<file path="src/rtl/nand_cpk.sv">
package nand_cpk;
    localparam logic [7:0] OP_LOAD   = 8'h80;
    localparam logic [7:0] OP_CACHE  = 8'h15;
    localparam logic [7:0] OP_FINAL  = 8'h10;
    localparam logic [7:0] OP_STAT_A = 8'h70;
    localparam logic [7:0] OP_STAT_B = 8'h78;
    localparam int COL_CYCLES = 2;

    typedef struct packed {
        logic ld;
        logic cch;
        logic fin;
        logic stat;
        logic other;
        logic addr;
        logic data;
    } bus_ev_t;
endpackage

</file>
<file path="src/rtl/nand_bus_dec.sv">
module nand_bus_dec
    import nand_cpk::*;
(
    input  logic       we,
    input  logic       cle,
    input  logic       ale,
    input  logic [7:0] din,
    input  logic       busy,
    output bus_ev_t    ev
);
    logic cmd_cyc;

    always_comb begin
        cmd_cyc = we && cle && !ale;
        ev      = '0;
        ev.stat = cmd_cyc && (din == OP_STAT_A || din == OP_STAT_B);
        if (cmd_cyc && !busy && !ev.stat) begin
            ev.ld    = (din == OP_LOAD);
            ev.cch   = (din == OP_CACHE);
            ev.fin   = (din == OP_FINAL);
            ev.other = !(ev.ld || ev.cch || ev.fin);
        end
        ev.addr = we && ale && !cle && !busy;
        ev.data = we && !cle && !ale && !busy;
    end
endmodule

</file>
<file path="src/rtl/nand_cache_reg.sv">
module nand_cache_reg #(
    parameter int PAGE_BYTES = 8,
    parameter int COL_W      = 16
) (
    input  logic                    clk,
    input  logic                    rst_n,
    input  logic                    clr,
    input  logic                    col_set,
    input  logic [COL_W-1:0]        col_start,
    input  logic                    wr,
    input  logic [7:0]              wdata,
    output logic [PAGE_BYTES*8-1:0] page
);
    localparam int PTR_W = $clog2(PAGE_BYTES + 1);
    localparam logic [PTR_W-1:0] PTR_END = PTR_W'(PAGE_BYTES);

    typedef struct packed {
        logic [PAGE_BYTES*8-1:0] bytes;
        logic [PTR_W-1:0]        ptr;
    } cache_st_t;

    cache_st_t s_d, s_q;

    always_comb begin
        s_d = s_q;
        if (clr) begin
            s_d.bytes = '1;
            s_d.ptr   = PTR_END;
        end else if (col_set) begin
            s_d.ptr = (col_start >= COL_W'(PAGE_BYTES)) ? PTR_END : col_start[PTR_W-1:0];
        end else if (wr && s_q.ptr != PTR_END) begin
            s_d.bytes[s_q.ptr*8 +: 8] = wdata;
            s_d.ptr = s_q.ptr + 1'b1;
        end
    end

    always_ff @(posedge clk or negedge rst_n) begin
        if (!rst_n) begin
            s_q.bytes <= '1;
            s_q.ptr   <= PTR_END;
        end else begin
            s_q <= s_d;
        end
    end

    assign page = s_q.bytes;


    overrun_ignore_chk: assert property (@(posedge clk) disable iff (!rst_n)
        (wr && !clr && !col_set && s_q.ptr == PTR_END) |=> $stable(page));
endmodule

</file>
<file path="src/rtl/nand_array_eng.sv">
module nand_array_eng #(
    parameter int PAGE_BYTES = 8,
    parameter int ROW_W      = 24,
    parameter int PROG_CYC   = 24,
    parameter int SUM_W      = 16
) (
    input  logic                    clk,
    input  logic                    rst_n,
    input  logic                    start,
    input  logic [PAGE_BYTES*8-1:0] page_in,
    input  logic [ROW_W-1:0]        row_in,
    input  logic                    fail_in,
    output logic                    busy,
    output logic                    fin,
    output logic                    fin_fail,
    output logic                    done_valid,
    output logic [ROW_W-1:0]        done_row,
    output logic [SUM_W-1:0]        done_sum,
    output logic                    done_fail
);
    localparam int CNT_W = $clog2(PROG_CYC + 1);
    localparam logic [CNT_W-1:0] CNT_LOAD = CNT_W'(PROG_CYC);

    typedef struct packed {
        logic                    busy;
        logic [CNT_W-1:0]        cnt;
        logic [PAGE_BYTES*8-1:0] bytes;
        logic [ROW_W-1:0]        row;
        logic                    fail;
        logic                    dv;
        logic [ROW_W-1:0]        drow;
        logic [SUM_W-1:0]        dsum;
        logic                    dfail;
    } arr_st_t;

    arr_st_t s_d, s_q;
    logic [SUM_W-1:0] page_sum;

    always_comb begin
        page_sum = '0;
        for (int i = 0; i < PAGE_BYTES; i++) begin
            page_sum = page_sum + SUM_W'(s_q.bytes[i*8 +: 8]);
        end
    end

    always_comb begin
        s_d    = s_q;
        s_d.dv = 1'b0;
        fin    = s_q.busy && (s_q.cnt == CNT_W'(1));
        if (start) begin
            s_d.busy  = 1'b1;
            s_d.cnt   = CNT_LOAD;
            s_d.bytes = page_in;
            s_d.row   = row_in;
            s_d.fail  = fail_in;
        end else if (s_q.busy) begin
            s_d.cnt = s_q.cnt - 1'b1;
            if (fin) begin
                s_d.busy  = 1'b0;
                s_d.dv    = 1'b1;
                s_d.drow  = s_q.row;
                s_d.dsum  = page_sum;
                s_d.dfail = s_q.fail;
            end
        end
    end

    always_ff @(posedge clk or negedge rst_n) begin
        if (!rst_n) begin
            s_q       <= '0;
            s_q.bytes <= '1;
        end else begin
            s_q <= s_d;
        end
    end

    assign busy       = s_q.busy;
    assign fin_fail   = s_q.fail;
    assign done_valid = s_q.dv;
    assign done_row   = s_q.drow;
    assign done_sum   = s_q.dsum;
    assign done_fail  = s_q.dfail;


    start_idle_chk: assert property (@(posedge clk) disable iff (!rst_n)
        start |-> !s_q.busy);

    prog_len_chk: assert property (@(posedge clk) disable iff (!rst_n)
        (s_q.busy && s_q.cnt != CNT_W'(1)) |=> s_q.busy);

    commit_pulse_chk: assert property (@(posedge clk) disable iff (!rst_n)
        done_valid |=> !done_valid);
endmodule

</file>
<file path="src/rtl/nand_cache_pgm.sv">
module nand_cache_pgm
    import nand_cpk::*;
#(
    parameter int PAGE_BYTES = 8,
    parameter int ROW_BYTES  = 3,
    parameter int PG_BITS    = 2,
    parameter int XFER_CYC   = 3,
    parameter int PROG_CYC   = 24,
    parameter int SUM_W      = 16
) (
    input  logic                   clk,
    input  logic                   rst_n,
    input  logic                   bus_we,
    input  logic                   bus_cle,
    input  logic                   bus_ale,
    input  logic [7:0]             bus_din,
    input  logic                   fail_inject,
    output logic [7:0]             bus_dout,
    output logic                   rb_n,
    output logic                   commit_valid,
    output logic [8*ROW_BYTES-1:0] commit_row,
    output logic [SUM_W-1:0]       commit_sum,
    output logic                   commit_fail
);
    localparam int ROW_W    = 8 * ROW_BYTES;
    localparam int ADDR_CYC = COL_CYCLES + ROW_BYTES;
    localparam int ACNT_W   = $clog2(ADDR_CYC + 1);
    localparam int XC_W     = $clog2(XFER_CYC + 1);
    localparam int BLK_W    = ROW_W - PG_BITS;
    localparam logic [ACNT_W-1:0] ACNT_END = ACNT_W'(ADDR_CYC);

    typedef struct packed {
        logic              stat;
        logic              loading;
        logic [ACNT_W-1:0] acnt;
        logic [7:0]        col_lo;
        logic [ROW_W-1:0]  row;
        logic              pend;
        logic [XC_W-1:0]   xcnt;
        logic              fin_pend;
        logic              seq_act;
        logic [BLK_W-1:0]  seq_blk;
        logic              cur_fail;
        logic              prev_fail;
    } ctl_t;

    ctl_t c_d, c_q;
    bus_ev_t ev;
    logic busy, start, cache_clr, col_set, cache_wr;
    logic addr_done, blk_miss, abusy, afin, afail;
    logic [BLK_W-1:0] row_blk;
    logic [PAGE_BYTES*8-1:0] cache_page;

    assign busy = c_q.pend || c_q.fin_pend;
    assign rb_n = !busy;

    nand_bus_dec dec_i (
        .we   (bus_we),
        .cle  (bus_cle),
        .ale  (bus_ale),
        .din  (bus_din),
        .busy (busy),
        .ev   (ev)
    );

    always_comb begin
        c_d       = c_q;
        start     = 1'b0;
        cache_clr = 1'b0;
        col_set   = 1'b0;
        addr_done = c_q.loading && (c_q.acnt == ACNT_END);
        row_blk   = c_q.row[ROW_W-1:PG_BITS];
        blk_miss  = c_q.seq_act && (row_blk != c_q.seq_blk);
        cache_wr  = ev.data && addr_done;

        if (ev.stat) c_d.stat = 1'b1;
        if (ev.ld || ev.cch || ev.fin || ev.other) c_d.stat = 1'b0;

        if (ev.ld) begin
            c_d.loading = 1'b1;
            c_d.acnt    = '0;
            cache_clr   = 1'b1;
            if (!c_q.seq_act && !abusy) begin
                c_d.cur_fail  = 1'b0;
                c_d.prev_fail = 1'b0;
            end
        end

        if (ev.addr && c_q.loading && c_q.acnt != ACNT_END) begin
            if (c_q.acnt == '0) begin
                c_d.col_lo = bus_din;
            end else if (c_q.acnt == ACNT_W'(1)) begin
                col_set = 1'b1;
            end else begin
                c_d.row[(int'(c_q.acnt) - COL_CYCLES)*8 +: 8] = bus_din;
            end
            c_d.acnt = c_q.acnt + 1'b1;
        end

        if (ev.cch && addr_done) begin
            c_d.loading = 1'b0;
            if (blk_miss) begin
                c_d.cur_fail = 1'b1;
            end else begin
                c_d.pend    = 1'b1;
                c_d.xcnt    = XC_W'(XFER_CYC);
                c_d.seq_act = 1'b1;
                c_d.seq_blk = row_blk;
            end
        end

        if (ev.fin && addr_done) begin
            c_d.loading  = 1'b0;
            c_d.pend     = 1'b1;
            c_d.xcnt     = XC_W'(XFER_CYC);
            c_d.fin_pend = 1'b1;
            c_d.seq_act  = 1'b0;
        end

        if (c_q.pend && !abusy) begin
            if (c_q.xcnt == XC_W'(1)) begin
                c_d.pend      = 1'b0;
                start         = 1'b1;
                c_d.prev_fail = c_q.cur_fail;
            end else begin
                c_d.xcnt = c_q.xcnt - 1'b1;
            end
        end

        if (afin) begin
            if (afail) c_d.cur_fail = 1'b1;
            if (c_q.fin_pend && !c_q.pend) c_d.fin_pend = 1'b0;
        end
    end

    always_ff @(posedge clk or negedge rst_n) begin
        if (!rst_n) begin
            c_q <= '0;
        end else begin
            c_q <= c_d;
        end
    end

    nand_cache_reg #(
        .PAGE_BYTES (PAGE_BYTES),
        .COL_W      (16)
    ) cache_i (
        .clk       (clk),
        .rst_n     (rst_n),
        .clr       (cache_clr),
        .col_set   (col_set),
        .col_start ({bus_din, c_q.col_lo}),
        .wr        (cache_wr),
        .wdata     (bus_din),
        .page      (cache_page)
    );

    nand_array_eng #(
        .PAGE_BYTES (PAGE_BYTES),
        .ROW_W      (ROW_W),
        .PROG_CYC   (PROG_CYC),
        .SUM_W      (SUM_W)
    ) array_i (
        .clk        (clk),
        .rst_n      (rst_n),
        .start      (start),
        .page_in    (cache_page),
        .row_in     (c_q.row),
        .fail_in    (fail_inject),
        .busy       (abusy),
        .fin        (afin),
        .fin_fail   (afail),
        .done_valid (commit_valid),
        .done_row   (commit_row),
        .done_sum   (commit_sum),
        .done_fail  (commit_fail)
    );

    assign bus_dout = c_q.stat ? {1'b0, !c_q.pend, !(c_q.pend || abusy), 3'b000,
                                  c_q.prev_fail, c_q.cur_fail} : 8'h00;


    holdoff_chk: assert property (@(posedge clk) disable iff (!rst_n)
        (c_q.pend && abusy) |=> (c_q.pend && $stable(c_q.xcnt)));

    xfer_release_chk: assert property (@(posedge clk) disable iff (!rst_n)
        (start && !c_q.fin_pend) |=> rb_n);

    final_hold_chk: assert property (@(posedge clk) disable iff (!rst_n)
        (c_q.fin_pend && !afin) |=> !rb_n);

    blk_reject_chk: assert property (@(posedge clk) disable iff (!rst_n)
        (ev.cch && addr_done && blk_miss) |=> (rb_n && c_q.cur_fail));
endmodule

</file>
<file path="config.mk">
export PLATFORM = sky130hd
export DESIGN_NAME = nand_cache_pgm
export DESIGN_NICKNAME = d
export VERILOG_FILES = /design/src/rtl/nand_cpk.sv /design/src/rtl/nand_bus_dec.sv /design/src/rtl/nand_cache_reg.sv /design/src/rtl/nand_array_eng.sv /design/src/rtl/nand_cache_pgm.sv
export SDC_FILE = /design/constraint.sdc
export NUM_CORES = 1
export LEC_CHECK = 0
export ABC_AREA = 1
export BUFFER_PORTS_ARGS = -buffer_cell sky130_fd_sc_hd__buf_4
export CORE_MARGIN = 1
export CORE_UTILIZATION = 28
export DETAILED_ROUTE_END_ITERATION = 16
export PLACE_DENSITY = 0.54
export SLEW_MARGIN = 25
export SYNTH_ARGS = -nofsm -noshare
export SYNTH_HDL_FRONTEND = slang
export SYNTH_HIERARCHICAL = 1
export SYNTH_SLANG_ARGS = --single-unit
</file>
<file path="constraint.sdc">
create_clock -name clk -period 5.17 [get_ports clk]
set_clock_uncertainty 0.1 [all_clocks]
set_input_delay 0.2585 -clock clk [delete_from_list [all_inputs] [get_ports clk]]
set_output_delay 0.2585 -clock clk [all_outputs]
set_load 0.1 [all_outputs]
</file>
==> flow_metrics.py, run 1 <==
metrics = {
    "route": {
        "vias": 11000,
        "drt_iter0_markers": 683,
        "drt-total-wl_mm": 34.9,
        "ant_nets": 0,
        "routedWlPerCell_um": 13.7,
        "routed_via_density": 4.32,
        "drt_pass1_iterations": 5,
        "drcViolationCount": 0,
    },
    "critical_path": {
        "crit_family": "adder cells",
        "max_stage_delay_ps": 540,
        "crit_fanout": 5,
        "crit_chain": "ha_2 -> inv_1 -> fa_2 -> inv_1 -> nand4_1 -> o211ai_1 -> xnor2_1 -> inv_1 -> fa_1 -> inv_1 -> fa_1 -> fa_1 -> fa_1 -> inv_1 -> ha_4 -> a21oi_1 -> o21a_1 -> nand3_1 -> nand3_1 -> nand2_1",
        "r2r-start": "array_i/s_q[75]",
        "r2r_cells": 20,
        "startpoint_type": "register",
        "slowest_stage": "dfstp_2",
        "cp_num_buf_inv": 5,
        "crit_required_ps": 5530,
        "crit_top_cell": "inv_1",
        "crit_type": "reg -> reg",
        "endpoint_kind": "register",
        "arrival_ps": 5280,
        "r2r-end": "array_i/done_sum[9]",
        "r2r_setup_slack_ps": 250,
    },
    "power": {
        "p_per_area_nw_per_um2": 341,
        "ir_drop_mv": 0.236,
        "leakage_nw": 8.29,
    },
    "die": {
        "top_level_ports": 65,
        "die_x_um": 235,
        "start_util": 0.284,
        "die_height_um": 235,
        "num_rows": 85,
        "core_area_um2": 53800,
        "die_area_um2": 55400,
    },
    "finish": {
        "finalNetCount": 1931,
        "post_route_cells_drive_above_1_share": 0.176,
        "seqCellArea_um2": 6840,
        "finalInstanceArea_um2": 16600,
        "synthToLayoutAreaGrowth_pct": 8.91,
        "fill_cells": 5713,
        "diodes": 0,
        "multi_input_area_um2": 6270,
    },
    "run": {
        "cap_violations": 0,
    },
    "timing": {
        "worstMarginPinSlew_ps": 963,
        "max_slew_margin": 0.353,
        "hold_violations": 0,
        "fmax_ghz": 0.203,
        "finalCriticalPeriod_ps": 4920,
        "fin_hold_ws_ps": 89.1,
        "slew_violations": 0,
        "finalCritPeriodShare": 0.951,
        "finalSetupViolCount": 0,
        "finalSetupTns_ps": 0,
    },
    "outcome": {
        "status": "finished clean",
    },
    "hold_path": {
        "hold_depth": 5,
        "min_path_type": "in -> reg",
        "min-delay-start": "bus_we",
        "whs_endpoint": "c_q[65]",
    },
    "grt": {
        "antenna_found_initial": 0,
        "grt-ovfl-total": 0,
        "grt_pass1_vias": 11000,
        "grt_usage": 0.127,
        "grt_pass1_wl_mm": 57.8,
        "grt_start_max_net_pins": 96,
    },
    "clocking": {
        "clk_pin_slew_worst_paths_ps": 60,
        "clock_path_buffers": 3,
        "root_buffer": "clkbuf_16",
        "htree_levels": 1,
        "numCtsBuffers": 28,
        "clk_latency_ps": 560,
        "clkSinkCount": 267,
        "cts_tree": "built",
    },
    "logic_synthesis": {
        "yosysSeqAreaShare": 0.448,
        "ys_ff_latch": 267,
        "synth.avg_cell_area_um2": 8.11,
        "synth_cell_types": 48,
        "synthCells": 1881,
        "syn-cell-area_um2": 15300,
        "yosysWarnings": 6,
    },
    "placed_design": {
        "dpl_cell_area_um2": 15600,
        "port_buffers": 56,
        "globalplace.congestion": 0.806,
        "dp_hpwl_mm": 24.6,
    },
}
worst register-to-register path: stages (launching register included):
cell      delay, ps
dfstp_2         540
ha_2            180
inv_1            50
fa_2            340
inv_1            80
nand4_1         100
o211ai_1        140
xnor2_1         210
inv_1            90
fa_1            480
inv_1            50
fa_1            520
fa_1            460
fa_1            520
inv_1            60
ha_4            260
a21oi_1         250
o21a_1          180
nand3_1          70
nand3_1          80
nand2_1          50
synthesized netlist by cell type, drive strengths merged:
cell / number / area [um2]
buf: 145 / 1070
a2bb2oi: 1 / 8.76
nor3b: 1 / 18.8
a21oi: 27 / 154
nor2: 110 / 495
a211oi: 1 / 7.51
o211ai: 2 / 15.0
clkinv: 3 / 16.3
fa: 40 / 801
nand3: 113 / 611
nand4: 9 / 62.6
nor3: 11 / 60.1
clkbuf: 14 / 52.6
nand2: 655 / 2530
a22oi: 2 / 15.0
o21ai: 125 / 701
xnor2: 9 / 78.8
nor4: 3 / 18.8
dfrtp: 138 / 3450
or2: 1 / 8.76
conb: 2 / 7.51
nand3b: 2 / 15.0
ha: 41 / 513
o21a: 1 / 7.51
a31oi: 2 / 12.5
inv: 285 / 1070
dfstp: 129 / 3390
a21o: 1 / 7.51
xor2: 4 / 35.0
o22ai: 4 / 25.0
logic make-up (layout without fill, tap and decap cells):
logic type,after synthesis,count (layout),share of synthesized area
buf+inv,447,416,0.145
xor+xnor,13,13,0.00746
other cells,2,8,0.000492
fa+ha+maj,81,81,0.0861
simple gates,905,905,0.250
compound gates,166,166,0.0625
flops,267,267,0.448
sequential cells by signal, indices dropped and copies added (netlist names):
signal / flops
array_i/fin_fail: 1
c_q: 66
array_i/done_fail: 1
array_i/done_row: 24
cache_i/page: 64
array_i/done_valid: 1
array_i/s_q: 93
array_i/busy: 1
cache_i/s_q: 4
array_i/done_sum: 12
power by group:
part | switching [mW] | total (mW) | internal, mW
Combinational | 0.833 | 1.22 | 0.390
Clock | 0.852 | 2.04 | 1.19
Sequential | 0.141 | 2.40 | 2.26
worst max path at each step:
stage | startpoint | endpoint | slack (ps) | cells past startpoint
floorplan | array_i/s_q[67] | array_i/done_sum[9] | 450 | 20
global placement | array_i/s_q[67] | array_i/done_sum[9] | 150 | 20
detailed placement | array_i/s_q[67] | array_i/done_sum[9] | 90 | 20
CTS | array_i/s_q[75] | array_i/done_sum[9] | 70 | 20
global route | array_i/s_q[75] | array_i/done_sum[9] | -7 | 22
finish | array_i/s_q[75] | array_i/done_sum[9] | 250 | 20
layer usage:
metal,track usage,up-vias,share of wire
met5,0,-,0
met4,0.0364,0,0.022
met3,0.0115,43,0.027
met2,0.218,126,0.47
met1,0.171,5306,0.48
li1,-,5543,-
stage by stage:
step                std cells  utilization  total power [mW]  setup WS, ps
floorplan                1887            -              3.34           452
global placement         2492        0.289              3.62           148
detailed placement       2492        0.289              3.65          91.8
CTS                      2552        0.308              5.74          67.8
global route             2552        0.309              6.00         -6.91
finish                   2552        0.309              5.66           252
final cells by class:
| class | instances | share of cell area |
|---|---|---|
| tap | 696 | 0.0524 |
| clock buffer | 43 | 0.0517 |
| timing repair buffer | 78 | 0.0372 |
| inverter | 288 | 0.0655 |
| sequential | 267 | 0.412 |
| multi-input combinational | 1173 | 0.378 |
| clock inverter | 7 | 0.00377 |
repair_timing:
action                                 CTS  global route
setup buffers                            0             0
endpoints found under the hold margin   55             0
hold buffers                            10             0
resized for setup                        0             7
setup endpoints to repair                0             5
cell usage in the layout, fill, tap and decap left out, types with 38 or more instances in the layout:
cell type	instances
buf_4	67
dfrtp_1	138
dfstp_2	129
fa_1	39
ha_1	38
inv_1	272
nand2_1	637
nand3_1	107
nor2_1	91
o21ai_0	79
No activity file was read; power rests on OpenSTA's default activity.
==> inputs of run 2 (changes only) <==
--- a/config.mk
+++ b/config.mk
@@ -9,6 +9,7 @@
 export BUFFER_PORTS_ARGS = -buffer_cell sky130_fd_sc_hd__buf_4
 export CORE_MARGIN = 1
 export CORE_UTILIZATION = 28
+export CTS_BUF_LIST = sky130_fd_sc_hd__clkbuf_16
 export DETAILED_ROUTE_END_ITERATION = 16
 export PLACE_DENSITY = 0.54
 export SLEW_MARGIN = 25
==> run 2 against run 1 <==
  * Count of clock-buffer cells in the layout shrank 13
  * Sequential share of layout area grew 0.15 points
  * Global-route usage is essentially flat
  * Cell area shrank 0.36%
  * Critical endpoint unchanged
  * Largest power group unchanged
==> flow_metrics.py, run 2 (same netlist as run 1, synthesis figures left out) <==
metrics = {
    "finish": {
        "regMostFlops": "array_i/s_q",
        "diodes": 0,
        "post_route_cells_drive_above_1_share": 0.173,
        "final_util": 0.308,
        "fin_cells": 2552,
        "finalInstanceArea_um2": 16600,
        "finalNetCount": 1931,
        "synthToLayoutAreaGrowth_pct": 8.51,
        "fill_cells": 5728,
        "final_common_cell": "nand2_1",
        "largest_reg_flops": 93,
        "layout_common_cells": "nand2_1 (637), inv_1 (279), dfrtp_1 (138)",
    },
    "timing": {
        "slew_violations": 0,
        "finalSetupTns_ps": 0,
        "layout_setup_ws_ps": 255,
        "worstMarginPinSlew_ps": 990,
        "finalCritPeriodShare": 0.951,
        "finalCriticalPeriod_ps": 4910,
        "finalSetupViolCount": 0,
        "fin_hold_ws_ps": 95.0,
        "fmax_ghz": 0.203,
        "hold_violations": 0,
        "max_slew_margin": 0.335,
    },
    "critical_path": {
        "crit_family": "adder cells",
        "crit_type": "reg -> reg",
        "cp_num_buf_inv": 5,
        "arrival_ps": 5270,
        "crit_fanout": 5,
        "slowest_stage": "dfstp_2",
        "crit_chain": "ha_2 -> inv_1 -> fa_2 -> inv_1 -> nand4_1 -> o211ai_1 -> xnor2_1 -> inv_1 -> fa_1 -> inv_1 -> fa_1 -> fa_1 -> fa_1 -> inv_1 -> ha_4 -> a21oi_1 -> o21a_1 -> nand3_1 -> nand3_1 -> nand2_1",
        "endpoint_kind": "register",
        "crit_top_cell": "inv_1",
        "max_stage_delay_ps": 540,
        "startpoint_type": "register",
        "crit_required_ps": 5530,
    },
    "clocking": {
        "clk_pin_slew_worst_paths_ps": 60,
        "post-cts-setup-buffers": 0,
        "clk_latency_ps": 560,
        "numCtsBuffers": 28,
        "cts_tree": "built",
        "clock_path_buffers": 3,
        "root_buffer": "clkbuf_16",
        "clkSinkCount": 267,
        "htree_levels": 1,
    },
    "hold_path": {
        "min_path_type": "in -> reg",
    },
    "die": {
        "die_area_um2": 55400,
        "core_area_um2": 53800,
        "top_level_ports": 65,
        "die_x_um": 235,
        "num_rows": 85,
        "start_util": 0.284,
        "die_height_um": 235,
    },
    "placed_design": {
        "dp_slack_ps": 91.8,
        "port_buffers": 56,
        "dp_hpwl_mm": 24.6,
        "dp_cells": 2492,
        "globalplace.congestion": 0.806,
        "dpl_cell_area_um2": 15600,
    },
    "route": {
        "vias": 11000,
        "drt_pass1_iterations": 5,
        "drcViolationCount": 0,
        "ant_nets": 0,
        "routed_via_density": 4.31,
        "routedWlPerCell_um": 13.7,
        "drt_iter0_markers": 698,
        "drt-total-wl_mm": 34.8,
    },
    "grt": {
        "antenna_found_initial": 0,
        "grt_usage": 0.127,
        "grt-ovfl-total": 0,
        "grt_start_max_net_pins": 96,
        "grt_pass1_vias": 11000,
        "grt_pass1_wl_mm": 57.7,
    },
    "outcome": {
        "status": "finished clean",
    },
    "power": {
        "finalPower_mw": 5.56,
        "ir_drop_mv": 0.237,
        "leakage_nw": 8.29,
        "p_per_area_nw_per_um2": 336,
    },
    "run": {
        "cap_violations": 0,
    },
}
[run 2: cell types whose count changed in the layout (fill, tap and decap cells not counted), sizes merged]
cell,change
clkbuf,-13
clkinv,+6
inv,+7
[run 2: layer usage]
| metal | routed length [um] | global-route usage | share of wire |
|---|---|---|---|
| met1 | 16600 | 0.170 | 0.48 |
| met2 | 16600 | 0.218 | 0.48 |
| met3 | 1010 | 0.0115 | 0.029 |
| met4 | 663 | 0.0347 | 0.019 |
| met5 | 0 | 0 | 0 |
[run 2: final timing paths]
check	startpoint	end	slack, ps	cells past startpoint
setup reg to reg	array_i/s_q[75]	array_i/done_sum[9]	260	20
hold / removal	bus_we	c_q[65]	90	5
max in group asynchronous	rst_n	array_i/s_q[55]	3580	3
setup / recovery	array_i/s_q[75]	array_i/done_sum[9]	260	20
hold reg to reg	cache_i/page[4]	array_i/s_q[71]	350	2
min in group asynchronous	rst_n	array_i/done_sum[6]	180	2
[run 2: repair_timing]
action                                  CTS  global route
endpoints found under the setup margin    0             5
hold buffers                             10             0
hold endpoints to repair                 55             0
resized for setup                         0             7
[run 2: worst min-delay path: stages]
cell and delay (ps):
buf_4 120, nand3_2 80, nor2_1 50, o211ai_1 150, nor3_1 50
[run 2: area by class of cell]
type | count | area [um2] | share of cell area
inverters | 288 | 1090 | 0.0657
well taps | 696 | 871 | 0.0526
clock inverters | 20 | 111 | 0.00673
multi-input cells | 1173 | 6270 | 0.379
flip-flops and latches | 267 | 6840 | 0.413
clock buffers | 30 | 751 | 0.0453
repair buffers | 78 | 618 | 0.0373
[run 2: where the power goes]
part	leakage, nW	switching [mW]	total [mW]	internal, mW
sequential	3.23	0.141	2.40	2.26
combinational	4.61	0.834	1.22	0.390
clock	0.450	0.847	1.93	1.08
==> inputs of run 3 (changes only) <==
--- a/config.mk
+++ b/config.mk
@@ -5,13 +5,12 @@
 export SDC_FILE = /design/constraint.sdc
 export NUM_CORES = 1
 export LEC_CHECK = 0
-export ABC_AREA = 1
 export BUFFER_PORTS_ARGS = -buffer_cell sky130_fd_sc_hd__buf_4
 export CORE_MARGIN = 1
-export CORE_UTILIZATION = 28
+export CORE_UTILIZATION = 50
 export CTS_BUF_LIST = sky130_fd_sc_hd__clkbuf_16
 export DETAILED_ROUTE_END_ITERATION = 16
-export PLACE_DENSITY = 0.54
+export PLACE_DENSITY = 0.79
 export SLEW_MARGIN = 25
 export SYNTH_ARGS = -nofsm -noshare
 export SYNTH_HDL_FRONTEND = slang
==> run 3 against run 2 <==
  * Non-clock buffer count increased by 10
  * Synthesized cell count decreased by 33%
  * Register-to-register slack lost 220 ps
  * Critical path depth unchanged
  * Count of clock-buffer cells in the layout shrank 3
  * Die area down 48%
  * Clock power shrank 7%
  * Wire length is 19% lower
  * Total power fell by 28%
  * Cell area down 7.6%
  * Setup slack got worse by 220 ps
  * Via count shrank 20%
==> flow_metrics.py, run 3 <==
metrics = {
    "route": {
        "drcViolationCount": 0,
        "routed_via_density": 5.38,
        "ant_nets": 0,
        "drt-total-wl_mm": 28.2,
        "drt_iter0_markers": 616,
        "drt_pass1_iterations": 5,
        "routedWlPerCell_um": 17.2,
        "vias": 8793,
    },
    "clocking": {
        "clk_pin_slew_worst_paths_ps": 60,
        "clk_latency_ps": 530,
        "numCtsBuffers": 27,
        "clkSinkCount": 267,
        "root_buffer": "clkbuf_16",
        "htree_levels": 1,
        "cts_tree": "built",
        "clock_path_buffers": 3,
    },
    "finish": {
        "largest_reg_flops": 93,
        "multi_input_area_um2": 6160,
        "regMostFlops": "array_i/s_q",
        "post_route_cells_drive_above_1_share": 0.329,
        "synthToLayoutAreaGrowth_pct": 7.68,
        "finalNetCount": 1331,
        "final_util": 0.549,
        "layout_common_cells": "nand2_1 (165), dfrtp_1 (138), dfstp_2 (129)",
        "finalInstanceArea_um2": 15300,
        "diodes": 0,
        "seqCellArea_um2": 6840,
        "fill_cells": 2263,
        "final_common_cell": "nand2_1",
    },
    "timing": {
        "slew_violations": 0,
        "hold_violations": 0,
        "finalSetupViolCount": 0,
        "worstMarginPinSlew_ps": 994,
        "finalCriticalPeriod_ps": 5130,
        "max_slew_margin": 0.332,
        "finalCritPeriodShare": 0.993,
        "fmax_ghz": 0.195,
        "rsz0062_at_grt": "yes",
    },
    "logic_synthesis": {
        "synth_top_family_by_area": "simple AND/OR/NAND/NOR gates",
        "synth_compound_area_frac": 0.0835,
        "syn-cell-area_um2": 14200,
        "synth_common_cells": "nand2_1 (165), dfrtp_1 (138), dfstp_2 (129), buf_4 (112), mux2_2 (96)",
        "yosysTopAreaCell": "dfrtp_1",
        "synthMuxAreaShare": 0.101,
        "ys_top_cells_by_area": "dfrtp_1 (24%), dfstp_2 (24%), mux2_2 (7.6%), buf_4 (5.9%), fa_1 (5.6%)",
        "synthCells": 1268,
        "async_flop_share": 1.00,
        "synth.avg_cell_area_um2": 11.2,
        "synth_cell_types": 74,
        "synth_edf_count": 0,
        "synth_fa_ha_area_frac": 0.0925,
        "ys_ff_latch": 267,
        "post-synth-top-count-cell": "nand2_1",
        "synth_xor_area_frac": 0.0259,
        "netlist.area_leader.share": 0.243,
        "synthSimpleGateAreaFrac": 0.117,
        "yosysWarnings": 6,
        "ys.flop_type": "dfrtp_1",
        "yosysSeqAreaShare": 0.482,
    },
    "run": {
        "cap_violations": 0,
    },
    "placed_design": {
        "dp_hpwl_mm": 18.5,
        "dpl_cell_area_um2": 14200,
        "globalplace.congestion": 0.806,
        "port_buffers": 56,
    },
    "critical_path": {
        "crit_fanout": 2,
        "r2r-start": "array_i/s_q[75]",
        "crit_required_ps": 5440,
        "r2r-end": "array_i/done_sum[10]",
        "startpoint_type": "register",
        "r2r_setup_slack_ps": 40,
        "startpoint": "array_i/s_q[75]",
        "arrival_ps": 5410,
        "endpoint_kind": "register",
        "crit_type": "reg -> reg",
        "r2r_cells": 20,
    },
    "hold_path": {
        "hold_depth": 3,
        "min_path_type": "in -> reg",
        "min-delay-start": "bus_din[7]",
        "whs_endpoint": "cache_i/page[7]",
    },
    "grt": {
        "grt-ovfl-total": 0,
        "grt_pass1_wl_mm": 45.7,
        "grt_pass1_vias": 8868,
        "antenna_found_initial": 0,
        "grt_start_max_net_pins": 139,
        "grt_usage": 0.197,
    },
    "outcome": {
        "status": "finished clean",
    },
    "die": {
        "num_rows": 61,
        "core_area_um2": 27900,
        "top_level_ports": 65,
        "die_area_um2": 29100,
        "die_x_um": 171,
        "die_height_um": 171,
        "start_util": 0.510,
    },
    "power": {
        "p_per_area_nw_per_um2": 262,
        "finalPower_mw": 4.00,
        "ir_drop_mv": 0.212,
        "leakage_nw": 7.31,
    },
}
[run 3: changes by cell type after synthesis, moves of 12 or more]
cell / change
nand2_1: -473
o21ai_2: -13
mux2_2: +96
xor2_1: +21
mux2_4: +17
inv_2: -12
inv_1: -190
a221o_1: +22
nand3_1: -76
a211o_1: +35
nor2_1: -18
o21ai_1: -27
o21ai_0: -31
[run 3: worst max-delay path by stage]
stage / endpoint / cells after the start
after floorplan: array_i/done_sum[10] / 20
after global placement: array_i/done_sum[10] / 20
after detailed placement: array_i/done_sum[10] / 20
after CTS: array_i/done_sum[10] / 20
after global routing: array_i/done_sum[10] / 20
final: array_i/done_sum[10] / 20
[run 3: critical path: stages (launching register included)]
cell	delay (ps)
dfstp_2	560
ha_4	140
inv_2	40
fa_2	390
nor2b_2	150
o21ai_2	80
a21oi_2	210
a211oi_2	80
xnor2_2	170
fa_1	530
inv_2	50
fa_2	540
fa_2	440
fa_1	490
inv_1	40
ha_2	180
a21o_1	160
a31o_2	240
a31oi_2	160
xor2_1	170
o21ai_1	70
[run 3: kinds of logic after synthesis]
family | Yosys count
flip-flops | 267
adder cells (fa/ha/maj) | 81
buffers and inverters | 238
other | 2
AO/OA/AOI/OAI | 162
multiplexers | 123
AND/OR/NAND/NOR | 353
XOR/XNOR | 42
[run 3: area by class of cell]
type / instances / share of cell area
clock inverters: 23 / 0.00851
clock buffers: 27 / 0.0442
multi-input cells: 769 / 0.403
inverters: 83 / 0.0205
flip-flops and latches: 267 / 0.448
repair buffers: 88 / 0.0453
well taps: 378 / 0.0309
[run 3: routing by layer]
layer  wire [um]  GRT usage  share of wire  up-vias
met4         714     0.0638          0.025        0
met3        1260     0.0252          0.045       54
met2       13700      0.327           0.49      200
li1            -          -              -     4123
met5           0          0              0        -
met1       12500      0.269           0.44     4416
[run 3: through the flow]
| step | setup TNS [ps] | hold WS [ps] | setup slack [ps] | cells |
|---|---|---|---|---|
| finish | 0 | 12.4 | 37.4 | 1635 |
| detailed placement | -379 | 206 | -171 | 1572 |
| global placement | -22.5 | 210 | -22.5 | 1572 |
| floorplan | 0 | -137 | 169 | 1274 |
| global route | -598 | 21.4 | -135 | 1635 |
| CTS | -27.1 | 2.25 | -27.1 | 1634 |
[run 3: report_power, final]
part,internal (mW),switching (mW)
Combinational,0.0187,0.102
Clock,0.995,0.792
Sequential,2.10,0.000555
[run 3: what timing repair did]
action,in CTS,in global routing
hold buffers,5,0
cloned,0,0
pin swaps,3,29
setup buffers,7,1
gates resized for setup,6,32
hold endpoints to repair,23,0
setup endpoints to repair,6,6
